### src/rtl/mdio_pkg.sv
package mdio_pkg;

    localparam int FRAME_BITS = 64;
    localparam int SHORT_BITS = 32;
    localparam int DATA_BITS  = 16;
    localparam int IDX_W      = $clog2(FRAME_BITS);
    localparam int RELEASE_BITS = DATA_BITS + 2;

    // command word field positions
    localparam int CMD_REG_LSB = 0;
    localparam int CMD_PHY_LSB = 8;
    localparam int CMD_WR_BIT  = 16;
    localparam int CMD_BUSY_BIT = 17;
    localparam int CMD_SKIP_BIT = 18;
    localparam int CMD_DIV_LSB = 20;
    localparam int DIV_W       = 4;

    typedef struct packed {
        logic [DIV_W-1:0] div;
        logic             skip_pre;
        logic             wr;
        logic [4:0]       phy;
        logic [4:0]       regn;
    } mdio_cmd_t;

    function automatic mdio_cmd_t decode_cmd(input logic [31:0] w);
        mdio_cmd_t c;
        c.div      = w[CMD_DIV_LSB +: DIV_W];
        c.skip_pre = w[CMD_SKIP_BIT];
        c.wr       = w[CMD_WR_BIT];
        c.phy      = w[CMD_PHY_LSB +: 5];
        c.regn     = w[CMD_REG_LSB +: 5];
        return c;
    endfunction

    function automatic logic [31:0] encode_cmd(input mdio_cmd_t c, input logic busy);
        logic [31:0] w;
        w = '0;
        w[CMD_DIV_LSB +: DIV_W] = c.div;
        w[CMD_SKIP_BIT]         = c.skip_pre;
        w[CMD_BUSY_BIT]         = busy;
        w[CMD_WR_BIT]           = c.wr;
        w[CMD_PHY_LSB +: 5]     = c.phy;
        w[CMD_REG_LSB +: 5]     = c.regn;
        return w;
    endfunction

    // serial frame, index FRAME_BITS-1 goes out first
    function automatic logic [FRAME_BITS-1:0] frame_bits(input mdio_cmd_t c,
                                                         input logic [DATA_BITS-1:0] d);
        return {{SHORT_BITS{1'b1}}, 2'b01, (c.wr ? 2'b01 : 2'b10), c.phy, c.regn,
                (c.wr ? 2'b10 : 2'b11), (c.wr ? d : {DATA_BITS{1'b1}})};
    endfunction

    function automatic logic [FRAME_BITS-1:0] drive_mask(input mdio_cmd_t c);
        return c.wr ? {FRAME_BITS{1'b1}}
                    : {{(FRAME_BITS-RELEASE_BITS){1'b1}}, {RELEASE_BITS{1'b0}}};
    endfunction

endpackage

### src/rtl/mdio_clkgen.sv
module mdio_clkgen
    import mdio_pkg::*;
#(
    parameter int UNIT_CLKS = 2
) (
    input  logic             clk,
    input  logic             rst,
    input  logic             en,
    input  logic [DIV_W-1:0] div,
    output logic             mdc,
    output logic             rise_p,
    output logic             fall_p
);
    localparam int CW = DIV_W + $clog2(UNIT_CLKS + 1) + 1;

    logic [CW-1:0] half;
    logic [CW-1:0] cnt_q;

    always_comb begin
        half = CW'((div == '0) ? 1 : div) * CW'(UNIT_CLKS);
    end

    always_ff @(posedge clk) begin
        if (rst || !en) begin
            cnt_q  <= '0;
            mdc    <= 1'b0;
            rise_p <= 1'b0;
            fall_p <= 1'b0;
        end else begin
            rise_p <= 1'b0;
            fall_p <= 1'b0;
            if (cnt_q == half - 1'b1) begin
                cnt_q  <= '0;
                mdc    <= ~mdc;
                rise_p <= ~mdc;
                fall_p <= mdc;
            end else begin
                cnt_q <= cnt_q + 1'b1;
            end
        end
    end


    half_cnt_chk: assert property (@(posedge clk) disable iff (rst) cnt_q < half);

endmodule

### src/rtl/mdio_frame.sv
module mdio_frame
    import mdio_pkg::*;
(
    input  logic                 clk,
    input  logic                 rst,
    input  logic                 start,
    input  mdio_cmd_t            cmd,
    input  logic [DATA_BITS-1:0] wdata,
    input  logic                 rise_p,
    input  logic                 fall_p,
    input  logic                 mdio_i,
    output logic                 active,
    output logic                 done,
    output logic                 mdio_o,
    output logic                 mdio_oe,
    output logic [DATA_BITS-1:0] rdata
);
    logic [FRAME_BITS-1:0] frame_q;
    logic [FRAME_BITS-1:0] mask_q;
    logic [IDX_W-1:0]      idx_q;
    logic                  is_rd_q;

    always_ff @(posedge clk) begin
        if (rst) begin
            active  <= 1'b0;
            idx_q   <= '0;
            frame_q <= '0;
            mask_q  <= '0;
            is_rd_q <= 1'b0;
            rdata   <= '0;
        end else if (start) begin
            active  <= 1'b1;
            idx_q   <= cmd.skip_pre ? IDX_W'(SHORT_BITS - 1) : IDX_W'(FRAME_BITS - 1);
            frame_q <= frame_bits(cmd, wdata);
            mask_q  <= drive_mask(cmd);
            is_rd_q <= ~cmd.wr;
            rdata   <= '0;
        end else if (active) begin
            if (rise_p && is_rd_q && (idx_q < IDX_W'(DATA_BITS)))
                rdata <= {rdata[DATA_BITS-2:0], mdio_i};
            if (fall_p) begin
                if (idx_q == '0)
                    active <= 1'b0;
                else
                    idx_q <= idx_q - 1'b1;
            end
        end
    end

    always_comb begin
        done    = active & fall_p & (idx_q == '0);
        mdio_o  = active & frame_q[idx_q];
        mdio_oe = active & mask_q[idx_q];
    end


    rd_release_chk: assert property (@(posedge clk) disable iff (rst)
        (active && is_rd_q && idx_q < IDX_W'(RELEASE_BITS)) |-> !mdio_oe);


    wr_drive_chk: assert property (@(posedge clk) disable iff (rst)
        (active && !is_rd_q) |-> mdio_oe);

endmodule

### src/rtl/mdio_mgmt_ctrl.sv
module mdio_mgmt_ctrl
    import mdio_pkg::*;
#(
    parameter int UNIT_CLKS = 2
) (
    input  logic        clk,
    input  logic        rst,
    input  logic        bus_we,
    input  logic        bus_addr,
    input  logic [31:0] bus_wdata,
    output logic [31:0] bus_rdata,
    output logic        mdc,
    output logic        mdio_o,
    output logic        mdio_oe,
    input  logic        mdio_i
);
    mdio_cmd_t            cmd_q;
    logic                 busy_q;
    logic [DATA_BITS-1:0] data_q;
    mdio_cmd_t            new_cmd;
    logic                 cmd_wr;
    logic                 start;
    logic                 active;
    logic                 done;
    logic                 rise_p;
    logic                 fall_p;
    logic [DATA_BITS-1:0] rdata;

    always_comb begin
        new_cmd = decode_cmd(bus_wdata);
        cmd_wr  = bus_we & bus_addr & ~busy_q;
        start   = cmd_wr & bus_wdata[CMD_BUSY_BIT];
    end

    always_ff @(posedge clk) begin
        if (rst) begin
            cmd_q  <= '0;
            busy_q <= 1'b0;
            data_q <= '0;
        end else begin
            if (bus_we && !bus_addr)
                data_q <= bus_wdata[DATA_BITS-1:0];
            if (cmd_wr) begin
                cmd_q  <= new_cmd;
                busy_q <= bus_wdata[CMD_BUSY_BIT];
            end
            if (done) begin
                busy_q <= 1'b0;
                if (!cmd_q.wr)
                    data_q <= rdata;
            end
        end
    end

    always_comb begin
        bus_rdata = bus_addr ? encode_cmd(cmd_q, busy_q) : {{(32-DATA_BITS){1'b0}}, data_q};
    end

    mdio_clkgen #(.UNIT_CLKS(UNIT_CLKS)) i_clkgen (
        .clk    (clk),
        .rst    (rst),
        .en     (active),
        .div    (cmd_q.div),
        .mdc    (mdc),
        .rise_p (rise_p),
        .fall_p (fall_p)
    );

    mdio_frame i_frame (
        .clk     (clk),
        .rst     (rst),
        .start   (start),
        .cmd     (new_cmd),
        .wdata   (data_q),
        .rise_p  (rise_p),
        .fall_p  (fall_p),
        .mdio_i  (mdio_i),
        .active  (active),
        .done    (done),
        .mdio_o  (mdio_o),
        .mdio_oe (mdio_oe),
        .rdata   (rdata)
    );


    mdc_idle_chk: assert property (@(posedge clk) disable iff (rst) !busy_q |-> !mdc);


    cmd_hold_chk: assert property (@(posedge clk) disable iff (rst)
        (busy_q && bus_we && bus_addr) |=> ($stable(cmd_q) && busy_q));


    busy_start_chk: assert property (@(posedge clk) disable iff (rst)
        (!busy_q && bus_we && bus_addr && bus_wdata[CMD_BUSY_BIT]) |=> (busy_q && active));

endmodule

### config.mk
export PLATFORM = sky130hd
export DESIGN_NAME = mdio_mgmt_ctrl
export DESIGN_NICKNAME = d
export VERILOG_FILES = /design/src/rtl/mdio_pkg.sv /design/src/rtl/mdio_clkgen.sv /design/src/rtl/mdio_frame.sv /design/src/rtl/mdio_mgmt_ctrl.sv
export SDC_FILE = /design/constraint.sdc
export NUM_CORES = 1
export LEC_CHECK = 0
export BUFFER_PORTS_ARGS = -buffer_cell sky130_fd_sc_hd__buf_2
export CAP_MARGIN = 20
export CORE_MARGIN = 2
export CORE_UTILIZATION = 52
export CTS_CLUSTER_DIAMETER = 80
export CTS_CLUSTER_SIZE = 24
export DETAILED_ROUTE_END_ITERATION = 8
export GPL_TIMING_DRIVEN = 0
export PLACE_DENSITY_LB_ADDON = 0.05
export SLEW_MARGIN = 25
export SYNTH_ARGS = -nofsm -noshare
export SYNTH_HDL_FRONTEND = slang
export SYNTH_SLANG_ARGS = --single-unit
### constraint.sdc
create_clock -name clk -period 2.3 [get_ports clk]
set_input_delay 0.46 -clock clk [delete_from_list [all_inputs] [get_ports clk]]
set_output_delay 0.46 -clock clk [all_outputs]
set_load 0.1 [all_outputs]
### Word-level counts from Yosys, hierarchy flattened

Cells that the tools add are included.
Widths: inputs -> output; s select.

| word-level totals | value |
|---|---|
| register bits | 162 |
| output and inout port bits | 35 |
| logic and storage cells | 73 |

| operators by class | value |
|---|---|
| $add $sub $neg | 3 |
| order comparisons | 2 |
| equal/unequal tests | 2 |
| multiplexer cells | 22 |
| bitwise logic cells | 11 |
| reductions and logical operators | 16 |

Operator list:

| operator | number |
|---|---|
| $mux 16 | 4 |
| $mux 6 | 5 |
| $mux 24 | 1 |
| $mux 18 | 1 |
| $bmux 1 s6 | 2 |
| $reduce_or 2->1 | 4 |
| $add 7x1->7 const B | 1 |
| $and 1x1->1 | 7 |
| $eq 7x7->1 | 1 |
| $lt 6x7->1 const B | 1 |
| $mux 1 | 7 |
| $sub 7x1->7 const B | 1 |
| $logic_not 6->1 | 1 |
| $lt 6x5->1 const B | 1 |
| $sub 6x1->6 const B | 1 |
| $logic_not 4->1 | 1 |
| $mux 4 | 1 |
| $not 1->1 | 4 |
| $reduce_bool 2->1 | 2 |
| $logic_and 1x1->1 | 3 |
| $reduce_and 3->1 | 1 |
| $logic_not 1->1 | 2 |
| $mux 2 | 1 |
| $ne 2x1->1 const B | 1 |
| 2 further kinds | 2 |

### Logic depth before layout (Yosys ltp)

| depth | value |
|---|---|
| depth in word-level cells | 6 |
| depth in mapped cells | 9 |

### Cells and area by module

From an unflattened synthesis, not the netlist that was laid out.

| unflattened totals | value |
|---|---|
| cell total of the unflattened synthesis | 492 |
| area, all modules | 4,390.5 sq um |

Modules (own cells, without submodules):

| module | times used | cells an instance | area each (sq um) |
|---|---|---|---|
| mdio_frame | 1 | 251 | 2,264.7 |
| mdio_mgmt_ctrl | 1 | 184 | 1,616.6 |
| mdio_clkgen | 1 | 57 | 509.2 |

### Worst setup path after synthesis

OpenSTA, ideal clock, no wires.

| timing path | value |
|---|---|
| kind | reg-to-output |
| from | reg i_frame.idx_q[1] |
| to | out mdio_o |
| data arrival time | 3.398 ns |
| data required time | 1.840 ns |
| slack | -1.558 ns |
| stages on the path, launching flop included | 6 |
| path buffers | 1 |
| cell sequence | dfxtp_1 > buf_6 > or3_4 > o211ai_1 > a311oi_1 > a221oi_1 |

| between the ends | value |
|---|---|
| cells in the longest elaborated chain, start to end | 3 |

RTL lines:

| element | line | text |
|---|---|---|
| start, declared | mdio_frame.sv:20 | `logic [IDX_W-1:0] idx_q;` |
| start signal, assigned | mdio_frame.sv:33 | `idx_q <= cmd.skip_pre ? IDX_W'(SHORT_BITS - 1) : IDX_W'(FRAME_BITS - 1);` |
| start signal, assigned | mdio_frame.sv:45 | `idx_q <= idx_q - 1'b1;` |
| $bmux 1 s6 | mdio_frame.sv:52 | `mdio_o = active & frame_q[idx_q];` |
| $mux 1 (not written as such) | mdio_frame.sv:52 |  |
| $and 1x1->1 | mdio_frame.sv:52 |  |
| end, declared | mdio_mgmt_ctrl.sv:13 | `output logic mdio_o,` |

Every way passes these cells. The select of a mux whose other input is x is not followed.

### Worst setup path after layout

| timing path | value |
|---|---|
| from | reg i_frame.idx_q[0] |
| to | out mdio_o |

The elaborated chain is that of the path after synthesis.

==> metrics <==
num rows=33; Final #Nets=around 640; FF+latch area=between 1500 and 2000 sq um; Antenna Cells=0; Starting Density=between 50 and 60%; violated checks=setup timing; Hold Crit Class=primary input to flip-flop; Seq cells post-synth=between 90 and 100; vias per cell=between 5 and 6; Post-synth EDFFs=0; Die Wd=~96 microns; outcome=finished with violations; layout cells sized above 1=approximately 23%; Power, Total=3.52 mW; Hold Vio Cnt, Final=0; cells after synthesis=between 500 and 600; CP Max Fanout=6; max-slew violations=0; first-pass GRT wire length=between 15000 and 20000 microns; Max-Cap Viols=0; most frequent cells in the layout=nand2_1 (101), dfxtp_1 (92), buf_2 (60), a21oi_1 (49), nor2_1 (41); initial antenna violation count=0; CP Data Arrival Time=a little over 2 ns; Slew @ Worst Pin=0.606 ns; peak supply drop=~500 uV; via count of the first global-routing pass=~3700; DRT iter0 DRCs=approximately 210; CTS Buf Count=9; Mapped Area=roughly 4400 sq um; CTS Buffer Depth=2; required time of the critical path=roughly 1.8 ns; Slew headroom=roughly 60%; post-synthesis area per instance=8.43 sq um; Detail Placement HPWL=8580 microns; total track usage=25.9%; WP buf/inv=2; Fmax=about 400 MHz; I/O pin cnt=72; dpl cell area=a little under 5000 sq um; CTS H-tree lvls=3; Setup TNS=-0.301 ns; Synth Flop Type=dfxtp_1; critical path type=flip-flop to primary output; DRT antenna net count=0; area of the multi-input gates=approximately 2300 sq um; CP peak stage delay=roughly 0.51 ns; ys async rst share=0%; TritonCTS clock tree=yes; Min Hold Slack=around 0.31 ns; wire per inst=about 16 microns; Synth Warn #=0; vias post-DR=roughly 3900; Die Y=95.8 microns; final wirelength=11400 microns; CP Capture Type=primary output; RSZ-0062 raised after global routing=yes; cts hold-fix bufs=0; Seq/Total Area, Yosys=a little over two fifths; largest net degree at the start of global routing=18; clock latency on the worst-skew pair=0.37 ns; Port Buffer Count=50; CTS Sinks=95; DRC violations left=0; drt pass-1 iters=5; Fillers=~730; Syn-to-layout area delta=19.4%; pwr/cell area=673 nW/um^2; min Tclk post-route=~2.5 ns; most frequent CP cell=buf_12; Clock transition at path regs=0.10 ns; Die ar.=between 9000 and 10000 sq um; global route overflow=0; synth unique cells=51; final worst setup slack=-0.179 ns; core area=slightly above 8000 sq um; sequence of cells on the critical path=buf_12 -> mux4_2 -> o211ai_1 -> a221oi_4 -> buf_12; crit-path leading delay family=multiplexers; period utilisation layout=108%; Crit-path slowest cell=mux4_2; final instance area=roughly 5200 sq um; final core utilization=between 60 and 70%; Final GP Congestion=between 0.9 and 1; commonest non-fill, non-tap cell in the layout=nand2_1; CTS root buffer=clkbuf_8; clk_skew=around 0.014 ns; startpoint types=flip-flop; final setup fails=2; Leakage=2.07 nW
[cell families (layout without fill, tap and decap cells)]
kind of cell    Yosys count  count (layout)  synth area share (%)
other cells               1               9                0.0856
simple gates            198             198                  20.8
mux                      30              30                  8.34
buf+inv                  72             145                  7.85
compound gates          109             109                  15.9
fa+ha+maj                 3               3                 0.857
xor+xnor                 12              12                  2.71
flops                    95              95                  43.4
[cell type report]
class / count / area share, %
clock buffers: 10 / 2.63
well taps: 105 / 2.51
plain buffers: 49 / 5.31
repair buffers: 59 / 6.79
flip-flops and latches: 95 / 36.5
inverters: 21 / 1.51
clock inverters: 6 / 1.43
multi-input cells: 361 / 43.3
[power breakdown]
part	internal (mW)	total (mW)	switching (mW)	leakage, nW
Clock	0.550	1.17	0.619	0.105
Combinational	0.186	0.608	0.421	1.19
Sequential	1.70	1.75	0.0446	0.775
Total	2.44	3.52	1.08	2.07
[through the flow]
step | worst slack (ns) | std cells
6_report | -0.179 | 706
5_1_grt | -0.274 | 706
4_1_cts | -0.200 | 705
3_5_place_dp | -0.231 | 683
3_3_place_gp | -0.186 | 683
2_1_floorplan | -0.326 | 528
[cells in the mapped netlist (all sizes together), types with 2 or more instances]
library cell  number  area, sq um
nand2            102          385
dfxtp             95         1900
a21oi             50          250
nor2              47          176
buf               32          194
mux2i             23          230
a211oi            21          163
inv               21         78.8
clkbuf            19         71.3
a311oi            17          149
o21ai             12         60.1
and2               8         50.1
nor3               8         40.0
xnor2              8         70.1
mux4               5          113
and3               4         25.0
nand2b             4         25.0
nand3              4         20.0
nand4              4         31.3
nor3b              4         35.0
ha                 3         37.5
nor2b              3         18.8
nor4               3         33.8
xor2               3         26.3
mux2               2         22.5
o211ai             2         15.0
or3                2         17.5
[flip-flops by register name (all words and copies together) (netlist names)]
register         flops
i_frame.active       1
data_q              16
i_frame.rdata       16
i_clkgen.fall_p      1
i_clkgen.rise_p      1
i_clkgen.cnt_q       7
busy_q               1
i_frame.mask_q       2
cmd_q               16
i_frame.frame_q     27
i_frame.idx_q        6
i_clkgen.mdc         1
[per-layer routing]
layer / vias up / global-route usage [%] / routed length (microns)
met4: 0 / 6.43 / 158
met5: - / 0 / 0
met3: 16 / 4.86 / 504
met1: 1834 / 34.0 / 5210
li1: 1920 / - / -
met2: 91 / 44.2 / 5500
[tightest hold or removal path: stages]
cell	delay, ns
buf_2	0.09
nand2_1	0.04
a21oi_1	0.05
[repair_timing]
action,4_1_cts,5_1_grt
endpoints found under the setup margin,2,13
resized for setup,24,9
buffers inserted,7,2
pin swaps,6,4
[worst paths after layout]
kind              cells past startpoint              start                 to  slack [ns]
setup / recovery                      5   i_frame.idx_q[0]             mdio_o       -0.18
hold / removal                        3      bus_wdata[22]          cmd_q[14]        0.31
setup reg to reg                      8   i_frame.idx_q[0]          data_q[9]        0.24
hold reg to reg                       2  i_frame.rdata[15]  i_frame.rdata[15]        0.46
Power figures use the tool's default switching activity.
